[src/rtl/i2cseq_pkg.sv]
// Package: shared encodings for the I2C master transfer sequencer.
// Assumes the control byte layout is fixed; the byte count field is two bits.
package i2cseq_pkg;
    // Control byte bit positions (software-visible encoding).
    localparam int CTL_GO     = 0;
    localparam int CTL_RD     = 1;
    localparam int CTL_CHAIN  = 2;
    localparam int CTL_RSTART = 3;
    localparam int CTL_CNT_LSB = 4;
    localparam int CTL_ADDR10 = 6;
    localparam int CTL_HALT   = 7;

    // Command codes toward the byte-level bus agent.
    typedef enum logic [1:0] {
        CMD_START = 2'd0,
        CMD_SEND  = 2'd1,
        CMD_RECV  = 2'd2,
        CMD_STOP  = 2'd3
    } bus_cmd_e;

    // Engine states.
    typedef enum logic [2:0] {
        E_IDLE  = 3'd0,
        E_START = 3'd1,
        E_XFER  = 3'd2,
        E_STOP  = 3'd3,
        E_HALT  = 3'd4
    } eng_state_e;
endpackage

[src/rtl/i2cseq_engine.sv]
// Module: burst engine. It walks the bytes of one burst and issues one bus
// command at a time, holding each command until the agent acknowledges it.
// It tracks whether the bus is held, keeps err/aborted up to date, and pulses
// done (with the completed count) or halt_done when it returns to idle.
// Assumes: go and halt_go come only while idle; bus_ack is a one-cycle pulse.
module i2cseq_engine
    import i2cseq_pkg::*;
#(
    parameter int MAX_BYTES = 4,
    parameter int DATA_W    = 8,
    parameter int ADDR_W    = 7,
    localparam int IDX_W    = $clog2(MAX_BYTES),
    localparam int CNT_W    = $clog2(MAX_BYTES + 1)
) (
    input  logic                        clk,
    input  logic                        rst_n,
    input  logic                        go,
    input  logic                        halt_go,
    input  logic                        rd,
    input  logic                        chain,
    input  logic                        rstart,
    input  logic [IDX_W-1:0]            last_idx,
    input  logic [ADDR_W-1:0]           slave_addr,
    input  logic [MAX_BYTES*DATA_W-1:0] tx_bytes,
    input  logic                        bus_ack,
    input  logic                        bus_nack,
    output logic                        bus_req,
    output logic [1:0]                  bus_cmd,
    output logic [ADDR_W-1:0]           bus_addr,
    output logic                        bus_read,
    output logic [DATA_W-1:0]           bus_wdata,
    output logic                        rx_wr,
    output logic [IDX_W-1:0]            rx_idx,
    output logic                        done,
    output logic                        halt_done,
    output logic [CNT_W-1:0]            done_cnt,
    output logic                        err,
    output logic                        aborted,
    output logic                        held,
    output logic                        busy
);
    eng_state_e          state;
    logic [IDX_W-1:0]    idx;
    logic [CNT_W-1:0]    cnt;
    logic [DATA_W-1:0]   tx_lane [MAX_BYTES];
    logic                last;
    bus_cmd_e            cmd;

    // Split the flat transmit vector into byte lanes.
    for (genvar g = 0; g < MAX_BYTES; g++) begin : g_tx_lane
        assign tx_lane[g] = tx_bytes[g*DATA_W +: DATA_W];
    end

    assign last = (idx == last_idx);

    // Select the command for the current state.
    always_comb begin
        case (state)
            E_START: cmd = CMD_START;
            E_XFER:  cmd = rd ? CMD_RECV : CMD_SEND;
            default: cmd = CMD_STOP;
        endcase
    end

    assign bus_req   = (state != E_IDLE);
    assign bus_cmd   = cmd;
    assign bus_addr  = slave_addr;
    assign bus_read  = rd;
    assign bus_wdata = tx_lane[idx];
    assign rx_wr     = (state == E_XFER) && bus_ack && !bus_nack && rd;
    assign rx_idx    = idx;
    assign done_cnt  = cnt;
    assign busy      = (state != E_IDLE);

    // Burst state machine: byte index, completed count, bus hold and status.
    always_ff @(posedge clk) begin
        if (!rst_n) begin
            state     <= E_IDLE;
            idx       <= '0;
            cnt       <= '0;
            held      <= 1'b0;
            err       <= 1'b0;
            aborted   <= 1'b0;
            done      <= 1'b0;
            halt_done <= 1'b0;
        end else begin
            done      <= 1'b0;
            halt_done <= 1'b0;
            case (state)
                E_IDLE: begin
                    if (go) begin
                        idx   <= '0;
                        cnt   <= '0;
                        state <= held ? E_XFER : E_START;
                    end else if (halt_go) begin
                        state <= E_HALT;
                    end
                end
                E_START: begin
                    if (bus_ack) begin
                        if (bus_nack) begin
                            err     <= 1'b1;
                            aborted <= 1'b1;
                            done    <= 1'b1;
                            state   <= E_IDLE;
                        end else begin
                            err   <= 1'b0;
                            held  <= 1'b1;
                            state <= E_XFER;
                        end
                    end
                end
                E_XFER: begin
                    if (bus_ack) begin
                        if (bus_nack) begin
                            err     <= 1'b1;
                            aborted <= 1'b1;
                            done    <= 1'b1;
                            state   <= E_IDLE;
                        end else begin
                            cnt <= cnt + CNT_W'(1);
                            if (rstart || !chain) begin
                                state <= E_STOP;
                            end else if (last) begin
                                done  <= 1'b1;
                                state <= E_IDLE;
                            end else begin
                                idx <= idx + IDX_W'(1);
                            end
                        end
                    end
                end
                E_STOP: begin
                    if (bus_ack) begin
                        held <= 1'b0;
                        if (last) begin
                            done  <= 1'b1;
                            state <= E_IDLE;
                        end else begin
                            idx   <= idx + IDX_W'(1);
                            state <= E_START;
                        end
                    end
                end
                E_HALT: begin
                    if (bus_ack) begin
                        held      <= 1'b0;
                        halt_done <= 1'b1;
                        state     <= E_IDLE;
                    end
                end
                default: state <= E_IDLE;
            endcase
        end
    end


    cmd_hold_chk: assert property (@(posedge clk) disable iff (!rst_n)
        (bus_req && !bus_ack) |=> (bus_req && $stable(bus_cmd) && $stable(bus_wdata)));

    start_only_free_chk: assert property (@(posedge clk) disable iff (!rst_n)
        (bus_req && bus_cmd == CMD_START) |-> !held);

    abort_cause_chk: assert property (@(posedge clk) disable iff (!rst_n)
        $rose(aborted) |-> $past(bus_ack && bus_nack));

    release_cause_chk: assert property (@(posedge clk) disable iff (!rst_n)
        $fell(held) |-> $past(bus_ack && bus_cmd == CMD_STOP));
endmodule

[src/rtl/i2cseq_rxstore.sv]
// Module: receive lanes. It writes one byte into lane rx_idx on each strobe.
// Lanes keep their contents until they are overwritten; reset clears them.
// Assumes: rx_idx < MAX_BYTES whenever rx_wr is high.
module i2cseq_rxstore #(
    parameter int MAX_BYTES = 4,
    parameter int DATA_W    = 8,
    localparam int IDX_W    = $clog2(MAX_BYTES)
) (
    input  logic                        clk,
    input  logic                        rst_n,
    input  logic                        rx_wr,
    input  logic [IDX_W-1:0]            rx_idx,
    input  logic [DATA_W-1:0]           rx_data,
    output logic [MAX_BYTES*DATA_W-1:0] rx_bytes
);
    for (genvar g = 0; g < MAX_BYTES; g++) begin : g_lane
        // Capture a received byte in this lane when it is addressed.
        always_ff @(posedge clk) begin
            if (!rst_n)
                rx_bytes[g*DATA_W +: DATA_W] <= '0;
            else if (rx_wr && rx_idx == IDX_W'(g))
                rx_bytes[g*DATA_W +: DATA_W] <= rx_data;
        end
    end
endmodule

[src/rtl/i2cseq_status.sv]
// Module: control byte register and completion bookkeeping. It accepts a
// control write only while idle, decodes start and halt, and on burst end it
// records the completed count, the read flags and the interrupt.
// Assumes: done/halt_done are one-cycle pulses from the engine.
module i2cseq_status
    import i2cseq_pkg::*;
#(
    parameter int MAX_BYTES = 4,
    localparam int CNT_W    = $clog2(MAX_BYTES + 1)
) (
    input  logic             clk,
    input  logic             rst_n,
    input  logic             ctrl_wr,
    input  logic [7:0]       ctrl_wdata,
    input  logic             busy,
    input  logic             held,
    input  logic             done,
    input  logic             halt_done,
    input  logic [CNT_W-1:0] done_cnt,
    input  logic             int_en,
    input  logic             mask_done,
    input  logic             mask_halt,
    input  logic             irq_ack,
    output logic [7:0]       ctrl_q,
    output logic             go,
    output logic             halt_go,
    output logic [CNT_W-1:0] xfer_count,
    output logic [CNT_W-1:0] buf_idx,
    output logic             rx_nonempty,
    output logic             rx_full,
    output logic             irq
);
    logic accept;
    logic irq_set;

    assign accept  = ctrl_wr && !busy;
    assign halt_go = accept && ctrl_wdata[CTL_HALT] && held;
    assign go      = accept && ctrl_wdata[CTL_GO] && !halt_go;
    assign irq_set = (done && done_cnt != '0 && int_en && mask_done)
                   || (halt_done && int_en && mask_halt);

    // Store the control byte without its self-clearing start bit.
    always_ff @(posedge clk) begin
        if (!rst_n)      ctrl_q <= '0;
        else if (accept) ctrl_q <= ctrl_wdata & 8'hFE;
    end

    // Record the count and read flags when a burst ends.
    always_ff @(posedge clk) begin
        if (!rst_n) begin
            xfer_count  <= '0;
            buf_idx     <= '1;
            rx_nonempty <= 1'b0;
            rx_full     <= 1'b0;
        end else if (done) begin
            xfer_count <= done_cnt;
            buf_idx    <= done_cnt - CNT_W'(1);
            if (ctrl_q[CTL_RD] && done_cnt != '0)
                rx_nonempty <= 1'b1;
            if (ctrl_q[CTL_RD] && done_cnt == CNT_W'(MAX_BYTES))
                rx_full <= 1'b1;
        end
    end

    // Interrupt line: set by events, cleared by acknowledge.
    always_ff @(posedge clk) begin
        if (!rst_n)       irq <= 1'b0;
        else if (irq_set) irq <= 1'b1;
        else if (irq_ack) irq <= 1'b0;
    end


    busy_write_drop_chk: assert property (@(posedge clk) disable iff (!rst_n)
        (busy && ctrl_wr) |=> $stable(ctrl_q));

    full_implies_data_chk: assert property (@(posedge clk) disable iff (!rst_n)
        rx_full |-> rx_nonempty);

    irq_needs_enable_chk: assert property (@(posedge clk) disable iff (!rst_n)
        $rose(irq) |-> $past(int_en));

    count_bound_chk: assert property (@(posedge clk) disable iff (!rst_n)
        xfer_count <= CNT_W'(MAX_BYTES));
endmodule

[src/rtl/i2cseq_top.sv]
// Module: top of the I2C master transfer sequencer. Wires the control and
// status logic, the burst engine and the receive lanes together.
// Assumes: mst_addr and tx_bytes stay steady while busy is high.
module i2cseq_top
    import i2cseq_pkg::*;
#(
    parameter int MAX_BYTES = 4,
    parameter int DATA_W    = 8,
    localparam int ADDR_W   = 7,
    localparam int IDX_W    = $clog2(MAX_BYTES),
    localparam int CNT_W    = $clog2(MAX_BYTES + 1)
) (
    input  logic                        clk,
    input  logic                        rst_n,
    input  logic                        ctrl_wr,
    input  logic [7:0]                  ctrl_wdata,
    input  logic [7:0]                  mst_addr,
    input  logic [MAX_BYTES*DATA_W-1:0] tx_bytes,
    input  logic                        int_en,
    input  logic                        mask_done,
    input  logic                        mask_halt,
    input  logic                        irq_ack,
    output logic                        bus_req,
    output logic [1:0]                  bus_cmd,
    output logic [ADDR_W-1:0]           bus_addr,
    output logic                        bus_read,
    output logic [DATA_W-1:0]           bus_wdata,
    input  logic                        bus_ack,
    input  logic                        bus_nack,
    input  logic [DATA_W-1:0]           bus_rdata,
    output logic [7:0]                  ctrl_q,
    output logic [CNT_W-1:0]            xfer_count,
    output logic [CNT_W-1:0]            buf_idx,
    output logic [MAX_BYTES*DATA_W-1:0] rx_bytes,
    output logic                        err,
    output logic                        aborted,
    output logic                        rx_nonempty,
    output logic                        rx_full,
    output logic                        irq,
    output logic                        busy
);
    logic             go, halt_go, held, done, halt_done, rx_wr;
    logic [CNT_W-1:0] done_cnt;
    logic [IDX_W-1:0] rx_idx;
    logic             unused_addr_lsb;

    assign unused_addr_lsb = mst_addr[0];

    i2cseq_status #(.MAX_BYTES(MAX_BYTES)) u_status (
        .clk(clk), .rst_n(rst_n),
        .ctrl_wr(ctrl_wr), .ctrl_wdata(ctrl_wdata),
        .busy(busy), .held(held), .done(done), .halt_done(halt_done),
        .done_cnt(done_cnt), .int_en(int_en), .mask_done(mask_done),
        .mask_halt(mask_halt), .irq_ack(irq_ack),
        .ctrl_q(ctrl_q), .go(go), .halt_go(halt_go),
        .xfer_count(xfer_count), .buf_idx(buf_idx),
        .rx_nonempty(rx_nonempty), .rx_full(rx_full), .irq(irq)
    );

    i2cseq_engine #(.MAX_BYTES(MAX_BYTES), .DATA_W(DATA_W), .ADDR_W(ADDR_W)) u_engine (
        .clk(clk), .rst_n(rst_n),
        .go(go), .halt_go(halt_go),
        .rd(ctrl_q[CTL_RD]), .chain(ctrl_q[CTL_CHAIN]), .rstart(ctrl_q[CTL_RSTART]),
        .last_idx(ctrl_q[CTL_CNT_LSB +: IDX_W]),
        .slave_addr(mst_addr[7:1]), .tx_bytes(tx_bytes),
        .bus_ack(bus_ack), .bus_nack(bus_nack),
        .bus_req(bus_req), .bus_cmd(bus_cmd), .bus_addr(bus_addr),
        .bus_read(bus_read), .bus_wdata(bus_wdata),
        .rx_wr(rx_wr), .rx_idx(rx_idx),
        .done(done), .halt_done(halt_done), .done_cnt(done_cnt),
        .err(err), .aborted(aborted), .held(held), .busy(busy)
    );

    i2cseq_rxstore #(.MAX_BYTES(MAX_BYTES), .DATA_W(DATA_W)) u_rxstore (
        .clk(clk), .rst_n(rst_n),
        .rx_wr(rx_wr), .rx_idx(rx_idx), .rx_data(bus_rdata),
        .rx_bytes(rx_bytes)
    );
endmodule

[config.mk]
export PLATFORM = sky130hd
export DESIGN_NAME = i2cseq_top
export DESIGN_NICKNAME = d
export VERILOG_FILES = /design/src/rtl/i2cseq_pkg.sv /design/src/rtl/i2cseq_engine.sv /design/src/rtl/i2cseq_rxstore.sv /design/src/rtl/i2cseq_status.sv /design/src/rtl/i2cseq_top.sv
export SDC_FILE = /design/constraint.sdc
export NUM_CORES = 1
export LEC_CHECK = 0
export CAP_MARGIN = 30
export CELL_PAD_IN_SITES_DETAIL_PLACEMENT = 2
export CELL_PAD_IN_SITES_GLOBAL_PLACEMENT = 2
export CORE_MARGIN = 2
export CORE_UTILIZATION = 35
export CTS_CLUSTER_DIAMETER = 80
export DETAILED_ROUTE_END_ITERATION = 12
export DONT_BUFFER_PORTS = 1
export PLACE_DENSITY = 0.79
export SLEW_MARGIN = 10
export SYNTH_ARGS = -nofsm -noshare
export SYNTH_HDL_FRONTEND = slang
export SYNTH_SLANG_ARGS = --single-unit
[constraint.sdc]
create_clock -name clk -period 1.85 [get_ports clk]
set_input_delay 0.185 -clock clk [delete_from_list [all_inputs] [get_ports clk]]
set_output_delay 0.185 -clock clk [all_outputs]
set_load 0.1 [all_outputs]
==> results.md <==
* Endpoints failing setup at 0
* Sw Pwr at 1.362 mW
* PD cells at 936.6 nW/um^2
* Ys async rst share at 0
* Final antenna diode count at 0
* Status: completed
* Most frequent cells in the layout: buf_4, dfxtp_1, nor2_1
* Period utilization at 0.9757
* Fin worst setup slack at 0.04491 ns
* Initial antenna violation count at 0
* Yosys warning count at 0
* Synth Flop Type: dfxtp_1
* Part of the power in combinational logic at 0.288
* Pre-CTS setup slack at -0.06140 ns
* Worst Path Arrival at 1.62 ns
* Clk_lat worst skew at 0.34 ns
* Post-synthesis mux area share at 0.1831
* Full die area at 9183 um^2
* Post-synth EDFFs at 0
* Crit-path cells: buf_12 > mux4_2 > buf_12
* Vias at 2650
* Post-Synth Adder-Cell Area at 0.02967
* Multi-input logic area at 1555 um^2
* Simple logic cell fraction of the synthesized area at 0.1882
* #FFs+latches synth at 61
* Cell-internal power at 2.432 mW
* CTS H-Tree Depth at 3
* Synth Instances at 309
* Max-Cap Viols at 0
* Number of global-route vias before repair at 2884
* Seq pwr share at 0.366
* Max stage delay cell, worst path: mux4_2
* # rows at 33
* Compound-Gate Fraction of Synth Area at 0.1043
* DRC viols at 0
* PortBufs at 0
* CP most frequent cell: buf_12
* Worst Hold Class: input pin to flop
* Slowest Stage Delay on Critical Path at 0.55 ns
* Startpoint types: flop
* Pre-antenna DRT Iters at 4
* Unrepaired setup endpoints after global routing: true
* Iter 0 DRT Violations at 60
* Total grt overflow at 0
* Die height at 95.83 um
* Max frequency at 0.5540 GHz
* Unique cell type count in the Yosys netlist at 47
* Routed len/inst at 22.08 um
* I/O pin cnt at 136
* Hold Vio Cnt, Final at 0
* Clock slew at reported path FFs at 0.07 ns
* DP Area at 3612 um^2
* Sequential cell area at 1232 um^2
* Worst path required time at 1.66 ns
* Max clock buf depth at 2
* Slew Viols, Final at 0
* Die Wd at 95.83 um
* Final Cell Area at 4050 um^2
* Post-synthesis sequential area ratio at 0.4137
* Worst IR Drop VDD at 0.5178 mV
* Root Driver: clkbuf_8
* Critical Path End Type: primary output
* GPL Wtd Cong at 0.8332
* Post-DP HPWL at 7.443 mm
* Clock Skews at 0.007909 ns
* Syn avg cell area at 9.552 um^2
* Global-route wire length before repair at 15.75 mm
* Vias per cell at 5.354
* Largest family of logic cells by synthesized area: simple AND/OR/NAND/NOR gates
* FILL cells at 858
* Largest net degree at the start of global routing at 34
* Power after layout at 3.793 mW
* Mapped Area at 2952 um^2
* Layout Area Growth over Synthesis at 37.22%
* Share of cells above drive strength 1 at 0.2949
* Post-layout minimum cycle time at 1.805 ns
* Antenna viol nets, final at 0
* CTS tree: built
* Max-Slew Margin vs Limit at 0.6241
* Num CTS Buffers at 9
* Synthesized Nets at 381
* Hold Slack at 0.01205 ns
* Leak Pwr at 1.887 nW
* Clock power share at 0.346
* Most common cell after layout, fill and taps aside: buf_4
* Final wirelength at 10.93 mm
* Xor/xnor cell area share of the yosys netlist at 0.01780
* Gr usage total at 0.2333
* CORE AREA at 8175 um^2
* Nets at 457
* Worst-Margin Slew at 0.5626 ns
* Crit path kind: flop to primary output
* CTS sink count at 61
* Sw Share at 0.3590
* Worst-path fanout max at 8
* Initial Util at 0.3610
flip-flops by register name, summed over array words and instances, names as in the netlist, 2 cells and up:
name and count:
u_status.buf_idx 3, u_engine.done_cnt 3, u_engine.state 3, u_status.xfer_count 3
u_engine.rx_idx 2, u_status.ctrl_q 7, u_rxstore.rx_bytes 32
what timing repair did:
item / 4_1_cts / 5_1_grt
resized for setup: 5 / 4
pin swaps: 0 / 0
buffers inserted: 0 / 2
endpoints found under the setup margin: 14 / 42
endpoints found under the hold margin: 40 / 0
hold buffers: 18 / 0
final cells by class:
type | count | share of cell area
sequential | 61 | 0.3043
tap | 105 | 0.03244
clock inverter | 6 | 0.02162
clock buffer | 10 | 0.03151
multi-input combinational | 213 | 0.3840
inverter | 8 | 0.007414
timing repair buffer | 92 | 0.2187
per-layer routing:
layer	part of all wire	vias up	wire length [um]	GRT usage
met5	0	-	0	0
met4	0.029	0	319	0.1048
met3	0.065	27	709	0.05560
met2	0.53	107	5765	0.4330
met1	0.38	1290	4134	0.2484
li1	-	1226	-	-
cell usage after synthesis, drive strengths merged, types with 2 or more instances:
| library cell | instances | area [um^2] |
|---|---|---|
| dfxtp | 61 | 1221 |
| nor2 | 41 | 153.9 |
| mux2i | 36 | 360.4 |
| nand2 | 27 | 101.4 |
| buf | 19 | 122.6 |
| nand3 | 15 | 95.09 |
| a21oi | 14 | 70.07 |
| o21ai | 11 | 55.05 |
| clkbuf | 8 | 30.03 |
| inv | 8 | 30.03 |
| mux4 | 8 | 180.2 |
| ha | 7 | 87.58 |
| nand2b | 6 | 37.54 |
| nor2b | 5 | 31.28 |
| nor3 | 5 | 25.02 |
| a31oi | 4 | 25.02 |
| nor3b | 3 | 33.78 |
| xnor2 | 3 | 26.28 |
| xor2 | 3 | 26.28 |
| a32o | 2 | 20.02 |
| and3b | 2 | 21.27 |
| o211a | 2 | 20.02 |
| o31ai | 2 | 15.01 |
power groups by stage:
stage | logic, mW | clock network (mW) | registers, mW
2_1_floorplan | 0.740 | 0 | 1.53
3_3_place_gp | 0.999 | 0 | 1.41
3_5_place_dp | 1.03 | 0 | 1.42
4_1_cts | 1.08 | 1.35 | 1.39
5_1_grt | 1.14 | 1.40 | 1.39
6_report | 1.09 | 1.31 | 1.39
worst paths after layout:
kind / from / end / slack [ns] / cells after the start
setup / recovery: u_engine.rx_idx[0] / bus_wdata[6] / 0.04 / 3
hold / removal: bus_rdata[3] / u_rxstore.rx_bytes[19] / 0.01 / 2
hold reg to reg: u_engine.aborted / u_engine.aborted / 0.47 / 1
setup reg to reg: u_engine.state[2] / u_engine.rx_idx[1] / 0.04 / 6
metrics by stage:
stage / TNS, ns / util / cells
2_1_floorplan: 0 / - / 309
3_3_place_gp: 0 / 0.4418 / 459
3_5_place_dp: -0.09722 / 0.4418 / 459
4_1_cts: -0.05894 / 0.4917 / 493
5_1_grt: -0.01443 / 0.4954 / 495
6_report: 0 / 0.4954 / 495
critical path: cells and delay by family, from the launching register on:
family	cells	cell delay, ns
DFF	1	0.38
muxes	1	0.55
buffers and inverters	2	0.33
cell families (layout without fill, tap and decap cells):
group	Yosys count	after routing
other	1	1
xor gates and xnor gates	6	6
and+or+nand+nor	109	109
buffers and inverters	35	116
DFF	61	61
muxes	44	44
adders and majority gates	7	7
AOI/OAI and AO/OA	46	46
Note: power is estimated with default switching activity, not from simulation.
